File: src/rtl/ctq_pkg.sv
package ctq_pkg;
  localparam int unsigned CTQ_NBUF_DEF = 16;
  localparam int unsigned CTQ_IDW_DEF  = 29;

  typedef enum logic {
    SQ_IDLE = 1'b0,
    SQ_XMIT = 1'b1
  } ctq_seq_e;

  // true when buffer a is allowed to go before buffer b (lower number wins)
  function automatic logic ctq_before(input int unsigned a, input int unsigned b);
    return a < b;
  endfunction
endpackage

File: src/rtl/ctq_slot.sv
module ctq_slot #(
  parameter int unsigned IDW = 29
) (
  input  logic           clk,
  input  logic           rst_n,
  input  logic           val_we,
  input  logic           val_d,
  input  logic           req_set,
  input  logic           cancel,
  input  logic           cmp_clr,
  input  logic           id_we,
  input  logic [IDW-1:0] id_d,
  input  logic           ide_d,
  input  logic           active,
  input  logic           fin,
  output logic           valid_o,
  output logic           req_o,
  output logic           cmp_o,
  output logic           elig_o,
  output logic [IDW-1:0] id_o,
  output logic           ide_o
);
  logic           valid_q, req_q, cmp_q, dpend_q, ide_q;
  logic [IDW-1:0] id_q;

  // named events
  logic ev_dis_req, ev_en_req, ev_drop_now, ev_defer, ev_cancel_ok, ev_accept, ev_id_ok, ev_retire;
  assign ev_dis_req   = val_we && !val_d;
  assign ev_en_req    = val_we && val_d;
  assign ev_drop_now  = ev_dis_req && !active;
  assign ev_defer     = ev_dis_req && active;
  assign ev_cancel_ok = cancel && !active;
  assign ev_accept    = req_set && valid_q && !cancel && !ev_dis_req;
  assign ev_id_ok     = id_we && !valid_q;
  assign ev_retire    = fin && (dpend_q || ev_defer) && !ev_en_req;

  always_ff @(posedge clk) begin
    if (!rst_n) begin
      valid_q <= 1'b0;
      req_q   <= 1'b0;
      cmp_q   <= 1'b0;
      dpend_q <= 1'b0;
      id_q    <= '0;
      ide_q   <= 1'b0;
    end else begin
      if (ev_drop_now || ev_retire) valid_q <= 1'b0;
      else if (ev_en_req)           valid_q <= 1'b1;

      if (fin || ev_en_req)  dpend_q <= 1'b0;
      else if (ev_defer)     dpend_q <= 1'b1;

      if (fin || ev_cancel_ok || ev_drop_now) req_q <= 1'b0;
      else if (ev_accept)                     req_q <= 1'b1;

      if (fin)          cmp_q <= 1'b1;
      else if (cmp_clr) cmp_q <= 1'b0;

      if (ev_id_ok) begin
        id_q  <= id_d;
        ide_q <= ide_d;
      end
    end
  end

  assign valid_o = valid_q;
  assign req_o   = req_q;
  assign cmp_o   = cmp_q;
  assign id_o    = id_q;
  assign ide_o   = ide_q;
  assign elig_o  = req_q && valid_q && !cancel && !ev_dis_req;

  // an invalid buffer never holds a request
  p_inval_noreq_r2: assert property (@(posedge clk) disable iff (!rst_n)
    !valid_q |-> !req_q);
  // the frame end sets the completion flag
  p_fin_sets_cmp_r5: assert property (@(posedge clk) disable iff (!rst_n)
    fin |=> cmp_q);
  // a cancel on the active buffer leaves the request standing
  p_cancel_ignored_r7: assert property (@(posedge clk) disable iff (!rst_n)
    (active && cancel && !fin) |=> req_q);
  // a disable on the active buffer is held back
  p_defer_dis_r9: assert property (@(posedge clk) disable iff (!rst_n)
    (active && ev_dis_req && !fin) |=> valid_q);
  // identifier is frozen while valid
  p_id_lock_r11: assert property (@(posedge clk) disable iff (!rst_n)
    valid_q |=> $stable(id_q) && $stable(ide_q));
endmodule

File: src/rtl/ctq_pick.sv
module ctq_pick #(
  parameter int unsigned N  = 16,
  parameter int unsigned IW = 4
) (
  input  logic [N-1:0]  elig,
  output logic          any,
  output logic [IW-1:0] idx
);
  always_comb begin
    idx = '0;
    for (int i = N - 1; i >= 0; i--) begin
      if (elig[i]) idx = IW'(i);
    end
  end
  assign any = |elig;
endmodule

File: src/rtl/ctq_seq.sv
module ctq_seq #(
  parameter int unsigned IW = 4
) (
  input  logic          clk,
  input  logic          rst_n,
  input  logic          halt_we,
  input  logic          halt_d,
  input  logic          any,
  input  logic [IW-1:0] pick,
  input  logic          tx_done,
  output logic          halt_o,
  output logic          busy_o,
  output logic          start_o,
  output logic          done_ev_o,
  output logic [IW-1:0] act_o
);
  import ctq_pkg::*;

  ctq_seq_e      st_q;
  logic          halt_q, start_q;
  logic [IW-1:0] act_q;
  logic          start_go, done_ev;

  assign done_ev  = (st_q == SQ_XMIT) && tx_done;
  assign start_go = (st_q == SQ_IDLE) && !halt_q && any;

  always_ff @(posedge clk) begin
    if (!rst_n) begin
      st_q    <= SQ_IDLE;
      halt_q  <= 1'b1;
      start_q <= 1'b0;
      act_q   <= '0;
    end else begin
      if (halt_we) halt_q <= halt_d;
      start_q <= start_go;
      if (start_go) begin
        st_q  <= SQ_XMIT;
        act_q <= pick;
      end else if (done_ev) begin
        st_q <= SQ_IDLE;
      end
    end
  end

  assign halt_o    = halt_q;
  assign busy_o    = (st_q == SQ_XMIT);
  assign start_o   = start_q;
  assign done_ev_o = done_ev;
  assign act_o     = act_q;

  // halted controller starts nothing
  p_halt_blocks_r12: assert property (@(posedge clk) disable iff (!rst_n)
    halt_q |=> !start_q);
  // no new start while a frame is in flight
  p_single_r4: assert property (@(posedge clk) disable iff (!rst_n)
    (busy_o && !done_ev) |=> !start_q);
  // start pulse lasts one cycle and marks the block busy
  p_start_pulse_r3: assert property (@(posedge clk) disable iff (!rst_n)
    start_q |-> busy_o ##1 !start_q);
endmodule

File: src/rtl/can_txq_ctrl.sv
module can_txq_ctrl #(
  parameter int unsigned NBUF = ctq_pkg::CTQ_NBUF_DEF,
  parameter int unsigned IDW  = ctq_pkg::CTQ_IDW_DEF,
  localparam int unsigned IW  = $clog2(NBUF)
) (
  input  logic            clk,
  input  logic            rst_n,
  input  logic            halt_we,
  input  logic            halt_d,
  output logic            halt_o,
  input  logic [NBUF-1:0] val_wmask,
  input  logic [NBUF-1:0] val_wdata,
  output logic [NBUF-1:0] valid_o,
  input  logic [NBUF-1:0] req_set,
  input  logic [NBUF-1:0] cancel,
  output logic [NBUF-1:0] req_o,
  input  logic [NBUF-1:0] cmp_clr,
  output logic [NBUF-1:0] cmp_o,
  input  logic            id_we,
  input  logic [IW-1:0]   id_sel,
  input  logic [IDW-1:0]  id_wdata,
  input  logic            ide_wdata,
  input  logic [IW-1:0]   rd_sel,
  output logic [IDW-1:0]  rd_id,
  output logic            rd_ide,
  output logic            tx_start,
  output logic [IW-1:0]   tx_idx,
  output logic [IDW-1:0]  tx_id,
  output logic            tx_ide,
  output logic            tx_busy,
  input  logic            tx_done
);
  logic [NBUF-1:0] elig, active, fin, low_m;
  logic [IDW-1:0]  id_arr [NBUF];
  logic [NBUF-1:0] ide_arr;
  logic            any, busy, done_ev;
  logic [IW-1:0]   pick, act;

  for (genvar gi = 0; gi < NBUF; gi++) begin : g_slot
    assign active[gi] = busy && (act == IW'(gi));
    assign fin[gi]    = done_ev && (act == IW'(gi));
    ctq_slot #(.IDW(IDW)) u_slot (
      .clk    (clk),
      .rst_n  (rst_n),
      .val_we (val_wmask[gi]),
      .val_d  (val_wdata[gi]),
      .req_set(req_set[gi]),
      .cancel (cancel[gi]),
      .cmp_clr(cmp_clr[gi]),
      .id_we  (id_we && (id_sel == IW'(gi))),
      .id_d   (id_wdata),
      .ide_d  (ide_wdata),
      .active (active[gi]),
      .fin    (fin[gi]),
      .valid_o(valid_o[gi]),
      .req_o  (req_o[gi]),
      .cmp_o  (cmp_o[gi]),
      .elig_o (elig[gi]),
      .id_o   (id_arr[gi]),
      .ide_o  (ide_arr[gi])
    );
    assign low_m[gi] = ctq_pkg::ctq_before(gi, 32'(tx_idx));
  end

  ctq_pick #(.N(NBUF), .IW(IW)) u_pick (
    .elig(elig),
    .any (any),
    .idx (pick)
  );

  ctq_seq #(.IW(IW)) u_seq (
    .clk      (clk),
    .rst_n    (rst_n),
    .halt_we  (halt_we),
    .halt_d   (halt_d),
    .any      (any),
    .pick     (pick),
    .tx_done  (tx_done),
    .halt_o   (halt_o),
    .busy_o   (busy),
    .start_o  (tx_start),
    .done_ev_o(done_ev),
    .act_o    (act)
  );

  assign tx_busy = busy;
  assign tx_idx  = act;
  assign tx_id   = id_arr[act];
  assign tx_ide  = ide_arr[act];
  assign rd_id   = id_arr[rd_sel];
  assign rd_ide  = ide_arr[rd_sel];

  // the started buffer is valid and requested
  p_start_valid_r3: assert property (@(posedge clk) disable iff (!rst_n)
    tx_start |-> valid_o[tx_idx] && req_o[tx_idx]);
  // no lower-numbered buffer was eligible when the choice was made
  p_lowest_r3: assert property (@(posedge clk) disable iff (!rst_n)
    tx_start |-> (($past(elig) & low_m) == '0));
endmodule

File: config.mk
export PLATFORM = sky130hd
export DESIGN_NAME = can_txq_ctrl
export DESIGN_NICKNAME = d
export VERILOG_FILES = /design/src/rtl/ctq_pkg.sv /design/src/rtl/ctq_slot.sv /design/src/rtl/ctq_pick.sv /design/src/rtl/ctq_seq.sv /design/src/rtl/can_txq_ctrl.sv
export SDC_FILE = /design/constraint.sdc
export NUM_CORES = 1
export LEC_CHECK = 0
export ABC_AREA = 1
export BUFFER_PORTS_ARGS = -buffer_cell sky130_fd_sc_hd__buf_2
export CELL_PAD_IN_SITES_DETAIL_PLACEMENT = 1
export CELL_PAD_IN_SITES_GLOBAL_PLACEMENT = 2
export CORE_MARGIN = 3
export CORE_UTILIZATION = 34
export CTS_CLUSTER_DIAMETER = 60
export DETAILED_ROUTE_END_ITERATION = 16
export GPL_TIMING_DRIVEN = 0
export PLACE_DENSITY_LB_ADDON = 0.3
export SLEW_MARGIN = 20
export SYNTH_ARGS = -nofsm -noshare
export SYNTH_HDL_FRONTEND = slang
export SYNTH_SLANG_ARGS = --single-unit
File: constraint.sdc
create_clock -name clk -period 2.2 [get_ports clk]
set_clock_uncertainty 0.1 [all_clocks]
set_input_delay 0.44 -clock clk [delete_from_list [all_inputs] [get_ports clk]]
set_output_delay 0.44 -clock clk [all_outputs]
set_load 0.01 [all_outputs]
# == Word-level counts from Yosys, hierarchy flattened ==
# Cells that the tools add are included.
# totals
word_cells,718
output_inout_bits,115
register_bits,551
# op_classes
eq_ne,30
order_cmp,4
mux,60
reduce_logical,520
bitwise_logic,4
# op_table
operator,count
logical AND 1 bit,275
binary-select mux 29 bit (select 4 bit),2
2-to-1 mux 29 bit,4
zero test 1 bit,97
OR reduction 2 bit,48
logical OR 1 bit,80
"equality test 4 bit, second input constant",16
2-to-1 mux 4 bit,16
2-to-1 mux 1 bit,36
nonzero test 2 bit,17
"equality test 4 x 3 -> 1 bit, second input constant",8
"equality test 4 x 2 -> 1 bit, second input constant",4
OR reduction 16 bit,1
">= comparator 5 bit, second input constant",2
"< comparator 4 x 5 -> 1 bit, second input constant",2
NOT 4 -> 5 bit,2
binary-select mux 1 bit (select 4 bit),2
"equality test 4 x 1 -> 1 bit, second input constant",2
zero test 4 bit,2
NOT 1 bit,2

# == Logic depth before layout (Yosys ltp) ==
# depth
depth_word,20
ltp_mapped,19

# == By module ==
# Synthesis repeated with hierarchy kept, for this count alone.
# hier_totals
cells_unflattened,5706
area_unflattened_um2,32785.2
# modules_own_cells
mod,instances,area_per_inst_um2,cells_each
ctq_slot,16,1272.5,165
can_txq_ctrl,1,11923.9,2977
ctq_seq,1,292.8,40
ctq_pick,1,209.0,49

# == Least setup slack after synthesis ==
# OpenSTA, ideal clock, no wires.
# synth_timing
path_kind,register to output
start,reg u_seq.act_q[0] (netlist: u_seq.act_o[0])
end,out tx_id[18]
setup_slack_ps,-50
required_ps,1660
arrival_ps,1710
path_stages_with_launch,9
path_cell_list,dfxtp_1 inv_2 nand2_4 inv_2 buf_6 buf_2 a22oi_1 a21oi_1 or4_1
# synth_between
elab_chain_cells,4
# synth_rtl
element,line_no,source
"start, declared",ctq_seq.sv:21,logic [IW-1:0] act_q;
"start signal, assigned",ctq_seq.sv:38,act_q <= pick;
NOT 4 -> 5 bit (implied by the code),can_txq_ctrl.sv:88,assign tx_id = id_arr[act];
binary-select mux 29 bit (select 4 bit),can_txq_ctrl.sv:88,
2-to-1 mux 29 bit (implied by the code) (2 in a row),can_txq_ctrl.sv:88,
"end, declared",can_txq_ctrl.sv:28,"output logic [IDW-1:0] tx_id,"
# Every way passes these cells. The select of a mux whose other input is x is not followed.

# == Worst setup path in the final report ==
# layout_timing
start,reg u_seq.act_q[0] (netlist: u_seq.act_o[0])
end,out tx_id[26]
# Same word-level chain as after synthesis.

==> results.toml <==
[synthesis]
synth.largest_area_cell = "dfxtp_1"
ys_seq_area_share_pct = 40.0
synth_top_area_share_pct = 40.0
async_flop_share_pct = 0
yosysMostFrequentCell = "nor2_1"
synth_ff_type = "dfxtp_1"
syn-cell-area_mm2 = 0.0275
syn-mean-instance-area_um2 = 7.12
synth_cells = 3866
synth.distinct_cells = 38
synth_area_leaders = "dfxtp_1 40%, o21ai_0 12%, nor2_1 10%, a21oi_1 8.2%, a22oi_1 6.5%"
synth_edf_count = 0
synth-seq-cells = 551
synth_common_cells = "747 x nor2_1, 665 x o21ai_0, 551 x dfxtp_1"
syn_nets = 3990
ys_warn_count = 0

[sta]
fmax_mhz = 317
fin_ws_ns = -0.957
report.final.slew_viol_count = 0
period_needed_ns = 3.16
hold_viol = 0
min_period_over_period_pct = 143
setup-violations-final = 113
holdWs_ns = 0.0139
worst_slew_pin_slew_ns = 1.14
rsz0062_at_grt = "yes"
slew_headroom_pct = 24.2

[critical_path]
path_cells = "inv_6, nand2_8, inv_8, clkbuf_16, clkbuf_16, a22oi_2, a21oi_2, or4_4, buf_6"
slowest_delay_ns = 0.58
critPathSlowestCell = "or4_4"
cpMostUsedCell = "clkbuf_16"
worst-path-buf-inv = 5
start_kind = "register"
crit_type = "register to primary output"
cp.required_ns = 1.66
endpoint_kind = "primary output"
cp_max_fo = 10
critPathArrivalTime_ns = 2.62
path_delay_family = "simple AND/OR/NAND/NOR gates"
ff2ff_path_depth = 5
crit_cells = 9

[detailed_routing]
drt-total-wl_mm = 176
num_vias = 33700
ant_nets = 0
first_iter_violations = 4212
drc = 0
wl_per_cell_um = 32.6
vias_per_cell = 6.23
first_pass_iters = 6

[outcome]
status = "finished with violations"
violations = "setup timing"

[die]
pin_count = 239
die_y_um = 291
die_x_um = 291
initial_core_util_pct = 34.6
die_area_mm2 = 0.0845
core_region_area_mm2 = 0.0796
rows = 103

[grt]
grt.overflow.total = 0
grt_pass1_vias = 33000
grt_max_degree = 12
grt_antenna_before_repair = 10
grt_pass1_wl_mm = 243
grt_usage_pct = 39.6

[placed_design]
numPortBuffers = 234
routabilityCongestion = 0.971
dp.final_hpwl_mm = 118
pre_cts_ws_ns = -1.59
post_dp_cell_area_mm2 = 0.0301

[final_layout]
stdcell_area_mm2 = 0.0371
postLayoutCoreUtil_pct = 46.5
drive_gt1_share_pct = 23.4
area_growth_pct = 34.6
fin_nets = 4413
fillCellCount = 9793

[clocking]
cts.path.max_buffers = 3
htree_levels = 3
cts_buffers = 75
clk_latency_ns = 0.65
clkTransAtPathRegs_ns = 0.06
clock_sinks = 551
root_buffer = "clkbuf_16"
cts_tree = "built"

[power]
leakagePower_nw = 14.5
p_per_area_mw_per_mm2 = 710
finalPower_mw = 26.3
max-vdd-ir-drop_mv = 0.554

[hold_path]
hold_depth = 3
hp-class = "input port to register"

[run]
drv_cap = 0
-- kinds of logic after synthesis --
family	after synthesis	share of synthesized area, %
compound gates	1502	30.9
simple gates	1045	15.5
buf+inv	674	10.1
flops	551	40.0
mux	94	3.42
-- state kept, by name, summed over array words and instances, names as in the netlist --
name                   flops
g_slot.u_slot.valid_o     16
u_seq.start_o              1
g_slot.u_slot.ide_o       16
g_slot.u_slot.req_o       16
u_seq.busy_o               1
u_seq.act_o                4
u_seq.halt_o               1
g_slot.u_slot.id_o       464
g_slot.u_slot.cmp_o       16
g_slot.u_slot.dpend_q     16
-- layout by cell type, fill, tap and decap left out, types with 65 or more instances in the layout --
cell type,instances
a21oi_1,396
a22oi_1,136
a22oi_2,104
buf_2,199
buf_4,83
clkbuf_1,130
clkbuf_16,98
clkbuf_2,72
dfxtp_1,534
inv_1,273
mux2i_1,76
nand2_1,154
nor2_1,741
o211ai_1,82
o21ai_0,576
o21ai_1,65
-- routing by layer --
metal / global-route usage [%] / vias to the layer above / wire length [um]
li1: - / 14100 / -
met1: 48.9 / 16500 / 67400
met2: 59.7 / 2247 / 75400
met3: 11.1 / 782 / 19200
met4: 26.9 / 6 / 14200
met5: 0 / - / 127
-- final timing paths --
| check | endpoint | slack (ns) | from |
|---|---|---|---|
| worst min register to register | g_slot[0].u_slot.cmp_o | 0.37 | g_slot[0].u_slot.cmp_o |
| worst min-delay path | g_slot[3].u_slot.valid_o | 0.01 | val_wmask[3] |
| worst max-delay path | tx_id[26] | -0.96 | u_seq.act_o[0] |
| worst max register to register | g_slot[0].u_slot.id_o[16] | -0.12 | g_slot[0].u_slot.valid_o |
-- worst register-to-register path: cells and delay by family, from the launching register on --
family                 cells  cell delay (ns)
AND/OR/NAND/NOR            3             1.02
buffers and inverters      2             0.71
flip-flops                 1             0.37
-- power breakdown --
group          leakage, nW  internal [mW]  switching [mW]
clock network         1.22           7.42            5.34
logic                 8.79           1.05            2.13
registers             4.47           10.2           0.201
-- cell type report --
| type | instances | area [um2] | share of cell area (%) |
|---|---|---|---|
| multi-input cells | 2641 | 15200 | 41.0 |
| flip-flops and latches | 551 | 11100 | 29.8 |
| clock buffers | 102 | 2130 | 5.75 |
| clock inverters | 33 | 355 | 0.959 |
| inverters | 293 | 1120 | 3.02 |
| plain buffers | 375 | 3050 | 8.23 |
| repair buffers | 352 | 2830 | 7.63 |
| diodes | 6 | 15.0 | 0.0405 |
| well taps | 1050 | 1310 | 3.54 |
-- repair_timing --
action	CTS	global route
gates cloned	6	4
hold buffers	48	0
gates resized for setup	734	298
endpoints found under the setup margin	516	302
pin swaps	102	90
endpoints found under the hold margin	38	0
buffers inserted	42	23
-- per-stage QoR --
stage	TNS (ns)	cells
6_report	-37.71	5403
3_5_place_dp	-397.38	5151
3_3_place_gp	-417.55	5150
2_1_floorplan	0	3866
5_1_grt	-36.50	5401
4_1_cts	-33.11	5382
(Power assumes the default switching activity.)
